[config.mk]
export PLATFORM = sky130hd
export DESIGN_NAME = pwm10_gen
export DESIGN_NICKNAME = d
export VERILOG_FILES = /design/src/rtl/pwm10_pkg.sv /design/src/rtl/pwm10_prescaler.sv /design/src/rtl/pwm10_timebase.sv /design/src/rtl/pwm10_duty.sv /design/src/rtl/pwm10_gen.sv
export SDC_FILE = /design/constraint.sdc
export NUM_CORES = 1
export LEC_CHECK = 0
export CORE_UTILIZATION = 48
export CTS_CLUSTER_DIAMETER = 150
export CTS_CLUSTER_SIZE = 30
export DETAILED_ROUTE_END_ITERATION = 8
export PLACE_DENSITY = 0.71
export SETUP_SLACK_MARGIN = 0.15
export SLEW_MARGIN = 40
export SYNTH_ARGS = -nofsm -noshare
export SYNTH_HDL_FRONTEND = slang
export SYNTH_SLANG_ARGS = --single-unit
[constraint.sdc]
create_clock -name clk -period 2.7 [get_ports clk]
set_input_delay 0.54 -clock clk [delete_from_list [all_inputs] [get_ports clk]]
set_output_delay 0.54 -clock clk [all_outputs]
set_load 0.02 [all_outputs]
[src/rtl/pwm10_pkg.sv]
package pwm10_pkg;

   // Width of the sub-count below the timer.
   localparam int unsigned SUB_BITS = 2;

   // Log2 of the prescale for a select code, capped at cap_log.
   function automatic int unsigned pre_log2(input logic [1:0] sel, input int unsigned cap_log);
      int unsigned s;
      s = 2 * int'(sel);
      if (s > cap_log) s = cap_log;
      return s;
   endfunction

endpackage

[src/rtl/pwm10_prescaler.sv]
module pwm10_prescaler
   import pwm10_pkg::*;
#(
   parameter int unsigned PRE_LOG_MAX = 4
) (
   input  logic       clk,
   input  logic       rst_n,
   input  logic       run,
   input  logic [1:0] sel,
   output logic       tick
);

   localparam int unsigned PC_W = (PRE_LOG_MAX == 0) ? 1 : PRE_LOG_MAX;

   generate
      if (PRE_LOG_MAX > 8 || (PRE_LOG_MAX % 2) != 0) begin : g_bad_cfg
         $error("pwm10_prescaler: PRE_LOG_MAX must be even and at most 8");
      end

      if (PRE_LOG_MAX == 0) begin : g_direct
         // Every clock is a tick; no divider is built.
         assign tick = run;
      end else begin : g_divider
         logic [PC_W-1:0] pc_q;
         logic [PC_W:0]   lim_full;
         logic [PC_W-1:0] lim_m1;

         always_comb begin
            lim_full = (PC_W+1)'(1) << pre_log2(sel, PRE_LOG_MAX);
            lim_m1   = PC_W'(lim_full - (PC_W+1)'(1));
         end

         // A comparison by >= lets the divider recover when the select shrinks.
         assign tick = run && (pc_q >= lim_m1);

         always_ff @(posedge clk or negedge rst_n) begin
            if (!rst_n)       pc_q <= '0;
            else if (!run)    pc_q <= '0;
            else if (tick)    pc_q <= '0;
            else              pc_q <= pc_q + PC_W'(1);
         end

         // between ticks the divider steps by one each clock.
         p_div_step_r3: assert property (@(posedge clk) disable iff (!rst_n)
            (run && !tick) |=> (pc_q == $past(pc_q) + PC_W'(1)));
      end
   endgenerate

endmodule

[src/rtl/pwm10_timebase.sv]
module pwm10_timebase #(
   parameter int unsigned TMR_W = 8,
   parameter int unsigned SUB_W = 2
) (
   input  logic                   clk,
   input  logic                   rst_n,
   input  logic                   run,
   input  logic                   tick,
   input  logic [TMR_W-1:0]       period,
   output logic [TMR_W-1:0]       tmr,
   output logic                   wrap,
   output logic [TMR_W+SUB_W-1:0] base_next
);

   localparam int unsigned BASE_W = TMR_W + SUB_W;

   generate
      if (TMR_W < 2 || SUB_W < 1) begin : g_bad_cfg
         $error("pwm10_timebase: TMR_W must be >= 2 and SUB_W >= 1");
      end
   endgenerate

   logic [BASE_W-1:0] base_q;
   logic [SUB_W-1:0]  sub;

   assign tmr = base_q[BASE_W-1:SUB_W];
   assign sub = base_q[SUB_W-1:0];

   // Restart when the timer sits on the period value and the sub-count is full.
   assign wrap      = tick && (tmr == period) && (sub == {SUB_W{1'b1}});
   assign base_next = wrap ? '0 : (base_q + BASE_W'(1));

   always_ff @(posedge clk or negedge rst_n) begin
      if (!rst_n)     base_q <= '0;
      else if (!run)  base_q <= '0;
      else if (tick)  base_q <= base_next;
   end

   // the time base moves only on a prescaler tick.
   p_hold_between_ticks_r2: assert property (@(posedge clk) disable iff (!rst_n)
      (run && !tick) |=> $stable(base_q));

   // a restart returns the whole time base to zero.
   p_wrap_zero_r2: assert property (@(posedge clk) disable iff (!rst_n)
      (run && wrap) |=> (base_q == '0));

endmodule

[src/rtl/pwm10_duty.sv]
module pwm10_duty #(
   parameter int unsigned DUTY_W = 10
) (
   input  logic              clk,
   input  logic              rst_n,
   input  logic              en,
   input  logic              start,
   input  logic              wrap,
   input  logic              tick,
   input  logic [DUTY_W-1:0] base_next,
   input  logic [DUTY_W-1:0] duty,
   output logic              pwm_out
);

   logic [DUTY_W-1:0] shadow_q;
   logic              load;
   logic              clr;

   assign load = start || wrap;
   // The output drops on the tick that moves the time base onto the shadow value.
   assign clr  = tick && !wrap && (base_next == shadow_q);

   always_ff @(posedge clk or negedge rst_n) begin
      if (!rst_n)     shadow_q <= '0;
      else if (load)  shadow_q <= duty;
   end

   always_ff @(posedge clk or negedge rst_n) begin
      if (!rst_n)      pwm_out <= 1'b0;
      else if (!en)    pwm_out <= 1'b0;
      else if (load)   pwm_out <= (duty != '0);
      else if (clr)    pwm_out <= 1'b0;
   end

   // outside a boundary the shadow copy keeps its value.
   p_shadow_hold_r7: assert property (@(posedge clk) disable iff (!rst_n)
      !load |=> $stable(shadow_q));

   // a zero shadow value never coexists with a high output.
   p_zero_low_r5: assert property (@(posedge clk) disable iff (!rst_n)
      (shadow_q == '0) |-> !pwm_out);

   // after a restart the output level reflects the new shadow value.
   p_restart_level_r8: assert property (@(posedge clk) disable iff (!rst_n)
      (en && wrap) |=> (pwm_out == (shadow_q != '0)));

   // while running, the output only falls on a prescaler tick.
   p_fall_on_tick_r4: assert property (@(posedge clk) disable iff (!rst_n)
      ($fell(pwm_out) && $past(en)) |-> $past(tick));

endmodule

[src/rtl/pwm10_gen.sv]
module pwm10_gen
   import pwm10_pkg::*;
#(
   parameter int unsigned TMR_W       = 8,
   parameter int unsigned PRE_LOG_MAX = 4
) (
   input  logic             clk,
   input  logic             rst_n,
   input  logic             en,
   input  logic [TMR_W-1:0] period,
   input  logic [TMR_W-1:0] duty_hi,
   input  logic [SUB_BITS-1:0] duty_lo,
   input  logic [1:0]       pre_sel,
   output logic             pwm_out,
   output logic             period_end,
   output logic [TMR_W-1:0] tmr_val
);

   localparam int unsigned DUTY_W = TMR_W + SUB_BITS;

   logic              en_q;
   logic              start;
   logic              run;
   logic              tick;
   logic              wrap;
   logic [DUTY_W-1:0] base_next;
   logic [DUTY_W-1:0] duty;

   assign duty  = {duty_hi, duty_lo};
   assign start = en && !en_q;
   assign run   = en && en_q;

   always_ff @(posedge clk or negedge rst_n) begin
      if (!rst_n) begin
         en_q       <= 1'b0;
         period_end <= 1'b0;
      end else begin
         en_q       <= en;
         period_end <= run && wrap;
      end
   end

   pwm10_prescaler #(
      .PRE_LOG_MAX (PRE_LOG_MAX)
   ) u_pre (
      .clk  (clk),
      .rst_n(rst_n),
      .run  (run),
      .sel  (pre_sel),
      .tick (tick)
   );

   pwm10_timebase #(
      .TMR_W(TMR_W),
      .SUB_W(SUB_BITS)
   ) u_tb (
      .clk      (clk),
      .rst_n    (rst_n),
      .run      (run),
      .tick     (tick),
      .period   (period),
      .tmr      (tmr_val),
      .wrap     (wrap),
      .base_next(base_next)
   );

   pwm10_duty #(
      .DUTY_W(DUTY_W)
   ) u_duty (
      .clk      (clk),
      .rst_n    (rst_n),
      .en       (en),
      .start    (start),
      .wrap     (wrap),
      .tick     (tick),
      .base_next(base_next),
      .duty     (duty),
      .pwm_out  (pwm_out)
   );

   // one clock after the enable is seen low, everything is quiet.
   p_off_quiet_r1: assert property (@(posedge clk) disable iff (!rst_n)
      !en |=> (!pwm_out && !period_end && (tmr_val == '0)));

   // the restart strobe lasts a single clock.
   p_strobe_single_r8: assert property (@(posedge clk) disable iff (!rst_n)
      period_end |=> !period_end);

   // the first clock after enable is a cycle start without a strobe.
   p_first_no_strobe_r9: assert property (@(posedge clk) disable iff (!rst_n)
      start |=> !period_end);

endmodule

# [Word level (Yosys, flattened, before mapping)]
# Index checks and enable logic that the tools add are counted.
[totals] regBits=27 elab_cells=38
[op_classes] add_sub_neg=3 muxes=9 n_reduce_logical=12 order_cmp=2 n_eq_ne=5 shifts=1
[op_table] operator="two-way mux 10 bit" count=3
[op_table] operator="adder 10 x 1 -> 10 bit, second input constant" count=1
[op_table] operator="equality test 10 bit" count=1
[op_table] operator="nonzero test 10 bit" count=1
[op_table] operator="equality test 8 bit" count=1
[op_table] operator="logical AND 1 bit" count=8
[op_table] operator="two-way mux 4 bit" count=2
[op_table] operator="adder 4 x 1 -> 4 bit, second input constant" count=1
[op_table] operator="greater-or-equal comparator 4 bit" count=1
[op_table] operator="left shift 1 x 3 -> 4 bit, first input constant" count=1
[op_table] operator="subtractor 4 x 1 -> 4 bit, second input constant" count=1
[op_table] operator="greater-than comparator 3 bit, second input constant" count=1
[op_table] operator="two-way mux 1 bit" count=3
[op_table] operator="two-way mux 3 bit" count=1
[op_table] operator="inequality test 3 x 1 -> 1 bit, second input constant" count=1
[op_table] operator="equality test 2 bit, second input constant" count=1
[op_table] operator="logical NOT 1 bit" count=2
[op_table] operator="inequality test 2 x 1 -> 1 bit, second input constant" count=1
[op_table] operator="logical OR 1 bit" count=1

# [Logic depth before layout (Yosys ltp)]
[logic_depth] ltp_word=14 depth_mapped=11 depth_no_buf=10

# [Modules after synthesis]
# Synthesis repeated with hierarchy kept, for this count alone.
[unflattened] cells_unflattened=185 area_unflattened_um2=1849.3
[by_module_without_submodules] module="pwm10_timebase" area_per_inst_um2=933.4 instances=1 cells_per_inst=107
[by_module_without_submodules] module="pwm10_duty" area_per_inst_um2=550.5 instances=1 cells_per_inst=44
[by_module_without_submodules] module="pwm10_prescaler" area_per_inst_um2=291.5 instances=1 cells_per_inst=29
[by_module_without_submodules] module="pwm10_gen" area_per_inst_um2=73.8 instances=1 cells_per_inst=5

# [Least setup slack after synthesis]
# No wires, ideal clock.
[synth_timing] path_type="input port to flip-flop" startpoint="input port pre_sel[1]" endpoint="register u_duty.shadow_q[0]" path_stages=9 setup_ns=0.125 slack_ns=-0.062 required_ns=2.575 t_arrival_ns=2.636 path_buffers=1 cell_sequence="or2_2 > ha_1 > nand2b_1 > a2111o_1 > and2_1 > a31oi_1 > nand2b_4 > buf_6 > mux2_4"
[synth_between] elab_chain_len=9
[synth_rtl] item="start: declaration" line="pwm10_gen.sv:13" source="input logic [1:0] pre_sel,"
[synth_rtl] item="greater-than comparator 3 bit" line="pwm10_pkg.sv:10" source="if (s > cap_log) s = cap_log;"
[synth_rtl] item="two-way mux 3 bit *" line="pwm10_pkg.sv:10"
[synth_rtl] item="left shift 1 x 3 -> 4 bit *" line="pwm10_prescaler.sv:29" source="lim_full = (PC_W+1)'(1) << pre_log2(sel, PRE_LOG_MAX);"
[synth_rtl] item="subtractor 4 x 1 -> 4 bit *" line="pwm10_prescaler.sv:30" source="lim_m1 = PC_W'(lim_full - (PC_W+1)'(1));"
[synth_rtl] item="greater-or-equal comparator 4 bit *" line="pwm10_prescaler.sv:34" source="assign tick = run && (pc_q >= lim_m1);"
[synth_rtl] item="logical AND 1 bit *" line="pwm10_prescaler.sv:34"
[synth_rtl] item="logical AND 1 bit * (2 in series)" line="pwm10_timebase.sv:30" source="assign wrap = tick && (tmr == period) && (sub == {SUB_W{1'b1}});"
[synth_rtl] item="logical OR 1 bit *" line="pwm10_duty.sv:19" source="assign load = start || wrap;"
[synth_rtl] item="end signal: assignment" line="pwm10_duty.sv:25" source="else if (load) shadow_q <= duty;"
[synth_rtl] item="end: declaration" line="pwm10_duty.sv:15" source="logic [DUTY_W-1:0] shadow_q;"
# Mark *: on every way between the ends. The rest lies on a longest branch, timed or not.
# A chain may end at the register's enable or synchronous reset.

# [Worst setup path after layout]
[layout_timing] startpoint="input port pre_sel[0]" endpoint="register u_duty.shadow_q[1]"
# The elaborated chain is that of the path after synthesis.

==> qor_table.md <==
| Step | Item | Reported |
|---|---|---|
| global routing | Global-route congestion overflow total | 0 |
| logic synthesis | Largest cells by area after synthesis | sky130_fd_sc_hd__dfrtp_1, sky130_fd_sc_hd__mux2_4, sky130_fd_sc_hd__xor2_1, sky130_fd_sc_hd__ha_1, sky130_fd_sc_hd__xnor2_1 |
| routing | Drc violations | 0 |
| clocking | Clock input transition at the sequential cells of the worst setup and hold paths | 0.09 ns |
| routing | Post-DR vias/cell | 5.65 |
| worst hold path | Worst hold path class | flip-flop to flip-flop |
| routing | Routed len/inst | 15.4 µm |
| routing | Number of DRC markers after the initial detailed-route iteration | 64 |
| logic synthesis | Number of warning messages in the yosys log | 0 |
| floorplanning | I/O Pins | 33 |
| logic synthesis | Most repeated cell in the gate-level netlist after synthesis | sky130_fd_sc_hd__dfrtp_1 |
| flow run | Max-capacitance violation count | 0 |
| layout | Antenna diode count | 0 |
| logic synthesis | Fraction of the yosys area taken by sequential cells | 36.5% |
| routing | Pre-Repair DR Iteration Count | 4 |
| floorplanning | # rows | 22 |
| logic synthesis | Cell types with the highest counts after synthesis | sky130_fd_sc_hd__dfrtp_1, sky130_fd_sc_hd__nand2_1, sky130_fd_sc_hd__xor2_1, sky130_fd_sc_hd__mux2_4 |
| layout | Area of the multi-input gates | 0.00113 mm² |
| global routing | Initial antenna violation count | 0 |
| timing | Hold Vio Cnt, Final | 0 |
| logic synthesis | FFs w/ async S/R, synth | 100% |
| critical path | Crit end category | flip-flop |
| critical path | Worst Setup SP | pre_sel[0] |
| clocking | Clock tree buffer depth | 2 |
| layout | Register cell area after layout | 676 µm² |
| critical path | CP startpoint kind | primary input |
| timing | Transition time at the pin with the least slew margin | 0.439 ns |
| timing | Worst rel slew slack | 70.6% |
| layout | Final Net Count | 249 |
| clocking | Deepest level of the CTS H-tree | 1 |
| routing | Routed WL | 4100 µm |
| power | Maximum VDD drop | 0.000202 V |
| critical path | Critical path type | primary input to flip-flop |
| logic synthesis | Post-synthesis sequential element count | 27 |
| status | Status | finished clean |
| layout | Area Growth Syn to Fin | 26.6% |
| placed design | Detailed placement HPWL | 3060 µm |
| global routing | First-pass GRT wire length | 7000 µm |
| global routing | Via count of the first global-routing pass | 1481 |
| floorplanning | Initial Util | 50.2% |
| power | Pwr per Cell Area | 377 mW/mm² |
| timing | Maximum operating frequency | 402 MHz |
| floorplanning | Overall die area | 0.00411 mm² |
| layout | Fraction of layout cells with a size suffix above 1 | 21.1% |
| clocking | Total clock buffers created by CTS | 3 |
| logic synthesis | Number of different library cells in the post-synthesis netlist | 45 |
| logic synthesis | Number of enable flip-flop cells after synthesis | 0 |
| placed design | Setup WS pre-CTS | -0.362 ns |
| timing | Tcrit/Tclk final | 92.2% |
| timing | Aggregate negative setup slack | 0 ns |
| critical path | Peak fanout along the critical path | 5 |
| clocking | CTS Root Cell | sky130_fd_sc_hd__clkbuf_8 |
| placed design | Buffers added on ports | 32 |
| timing | Minimum setup slack in the final design | 0.211 ns |
| logic synthesis | Yosys top cell area share | 36.5% |
| critical path | Worst EP arrival | 2.65 ns |
| logic synthesis | Post-synthesis cell area | 0.00185 mm² |
| timing | Pins over their slew limit | 0 |
| floorplanning | Die height | 64.1 µm |
| clocking | Cts-stage hold buffer count | 0 |
| floorplanning | Core ar. | 0.00369 mm² |
| critical path | Data required, critical path | 2.86 ns |
| timing | # setup viols final | 0 |
| global routing | Largest net degree at the start of global routing | 28 |
| logic synthesis | Leading area contributor after synthesis | sky130_fd_sc_hd__dfrtp_1 |
| clocking | TritonCTS clock tree | done |
| logic synthesis | Net count after synthesis | 214 |
| logic synthesis | Commonest register cell after synthesis | sky130_fd_sc_hd__dfrtp_1 |
| routing | Remaining antenna violation count | 0 |
| worst hold path | HP Start | u_pre.g_divider.pc_q[0] |
| clocking | CTS sink count | 27 |
| layout | Layout fillers | 316 |
| logic synthesis | Synthesized instance count | 184 |
| floorplanning | Die Span X | 64.1 µm |
| global routing | Global router's overall resource usage | 22.1% |
| routing | Via Count | 1502 |
| logic synthesis | Post-synthesis average cell area | 10.1 µm² |
| power | Static power due to leakage | 1.01 nW |
| timing | Final Hold Slack | 0.529 ns |
| critical path | Critical R2R Launch | u_tb.base_q[0] |
| timing | Clock skew after layout | 0.00122 ns |
| clocking | Clk_lat worst skew | 0.27 ns |
| timing | Unrepaired setup endpoints after global routing | yes |
| timing | Minimum clock period | 2.49 ns |
| placed design | Final RePlAce weighted congestion | 0.882 |
==> per-layer routing <==
metal | routed length [µm] | global-route usage, % | vias to the layer above | part of all wire, %
met5 | 0 | 0 | - | 0
met4 | 50 | 6.67 | 0 | 1.2
met3 | 157 | 2.86 | 5 | 3.8
met2 | 2010 | 38.2 | 44 | 49
met1 | 1880 | 28.7 | 727 | 46
li1 | - | - | 726 | -
==> power breakdown <==
part / switching, mW / leakage, nW / internal (mW)
Combinational: 0.0772 / 0.634 / 0.119
Clock: 0.125 / 0.0228 / 0.106
Sequential: 0.0279 / 0.350 / 0.430
==> through the flow <==
step	utilization, %	power, mW	instance area (µm²)	std cells
after floorplan	-	0.571	1880	184
after global placement	59.9	0.637	2210	258
after detailed placement	59.9	0.644	2210	258
after CTS	63.3	0.885	2330	266
after global routing	63.5	0.930	2340	266
final	63.5	0.885	2340	266
==> critical path, stage by stage <==
cell	delay, ns
sky130_fd_sc_hd__dlygate4sd2_1	0.24
sky130_fd_sc_hd__or2_4	0.28
sky130_fd_sc_hd__ha_4	0.21
sky130_fd_sc_hd__nand2b_4	0.13
sky130_fd_sc_hd__a2111o_1	0.38
sky130_fd_sc_hd__and2_4	0.19
sky130_fd_sc_hd__a31oi_4	0.16
sky130_fd_sc_hd__nand2b_4	0.22
sky130_fd_sc_hd__mux2_4	0.31
==> cell type report <==
cell class	count	share of cell area [%]
multi-input combinational	137	48.2
sequential	27	28.8
timing repair buffer	45	17.7
tap	48	2.56
clock buffer	4	1.92
inverter	5	0.801
==> path summary, 6_finish.rpt <==
| path | end | slack (ns) | cells past startpoint |
|---|---|---|---|
| worst max-delay path | u_duty.shadow_q[1] | 0.21 | 9 |
| worst max register to register | u_duty.pwm_out | 0.44 | 6 |
| worst min register to register | u_pre.g_divider.pc_q[0] | 0.53 | 1 |
| min in group asynchronous | u_tb.base_q[8] | 0.62 | 2 |
| max in group asynchronous | u_duty.shadow_q[6] | 1.82 | 2 |
| worst min-delay path | u_pre.g_divider.pc_q[0] | 0.53 | 1 |
==> kinds of logic (layout without fill, tap and decap cells) <==
| logic type | after synthesis | in the layout | synth area share, % |
|---|---|---|---|
| AOI/OAI and AO/OA | 37 | 37 | 14.1 |
| xor gates and xnor gates | 22 | 22 | 10.4 |
| adders and majority gates | 7 | 7 | 4.73 |
| buffers and inverters | 21 | 54 | 7.37 |
| DFF | 27 | 27 | 36.5 |
| muxes | 11 | 11 | 8.65 |
| and+or+nand+nor | 59 | 60 | 18.2 |
==> what timing repair did <==
item | in CTS | in global routing
resized for setup | 10 | 3
cloned | 1 | 0
pin swaps | 4 | 6
setup endpoints to repair | 15 | 17
buffers inserted | 3 | 0
==> sequential cells by signal, summed over array words and instances (netlist names) <==
signal                count
u_pre.g_divider.pc_q      4
u_duty.shadow_q          10
period_end                1
en_q                      1
u_tb.base_q              10
u_duty.pwm_out            1
==> layout by cell type, fill, tap and decap left out, drive strengths merged, types with 2 or more instances in the layout <==
cell type,n
dlygate4sd2,2
dfrtp,27
xor2,13
or2,2
a31oi,8
nand3,9
clkdlybuf4s50,30
and2,4
a21oi,4
nor4,4
a221o,2
nor2,9
nor3,4
mux2,10
o21ai,6
ha,7
a31o,3
nand2,18
clkbuf,4
xnor2,9
buf,13
o31ai,6
nand2b,5
inv,5
No activity file was read; power rests on OpenSTA's default activity.
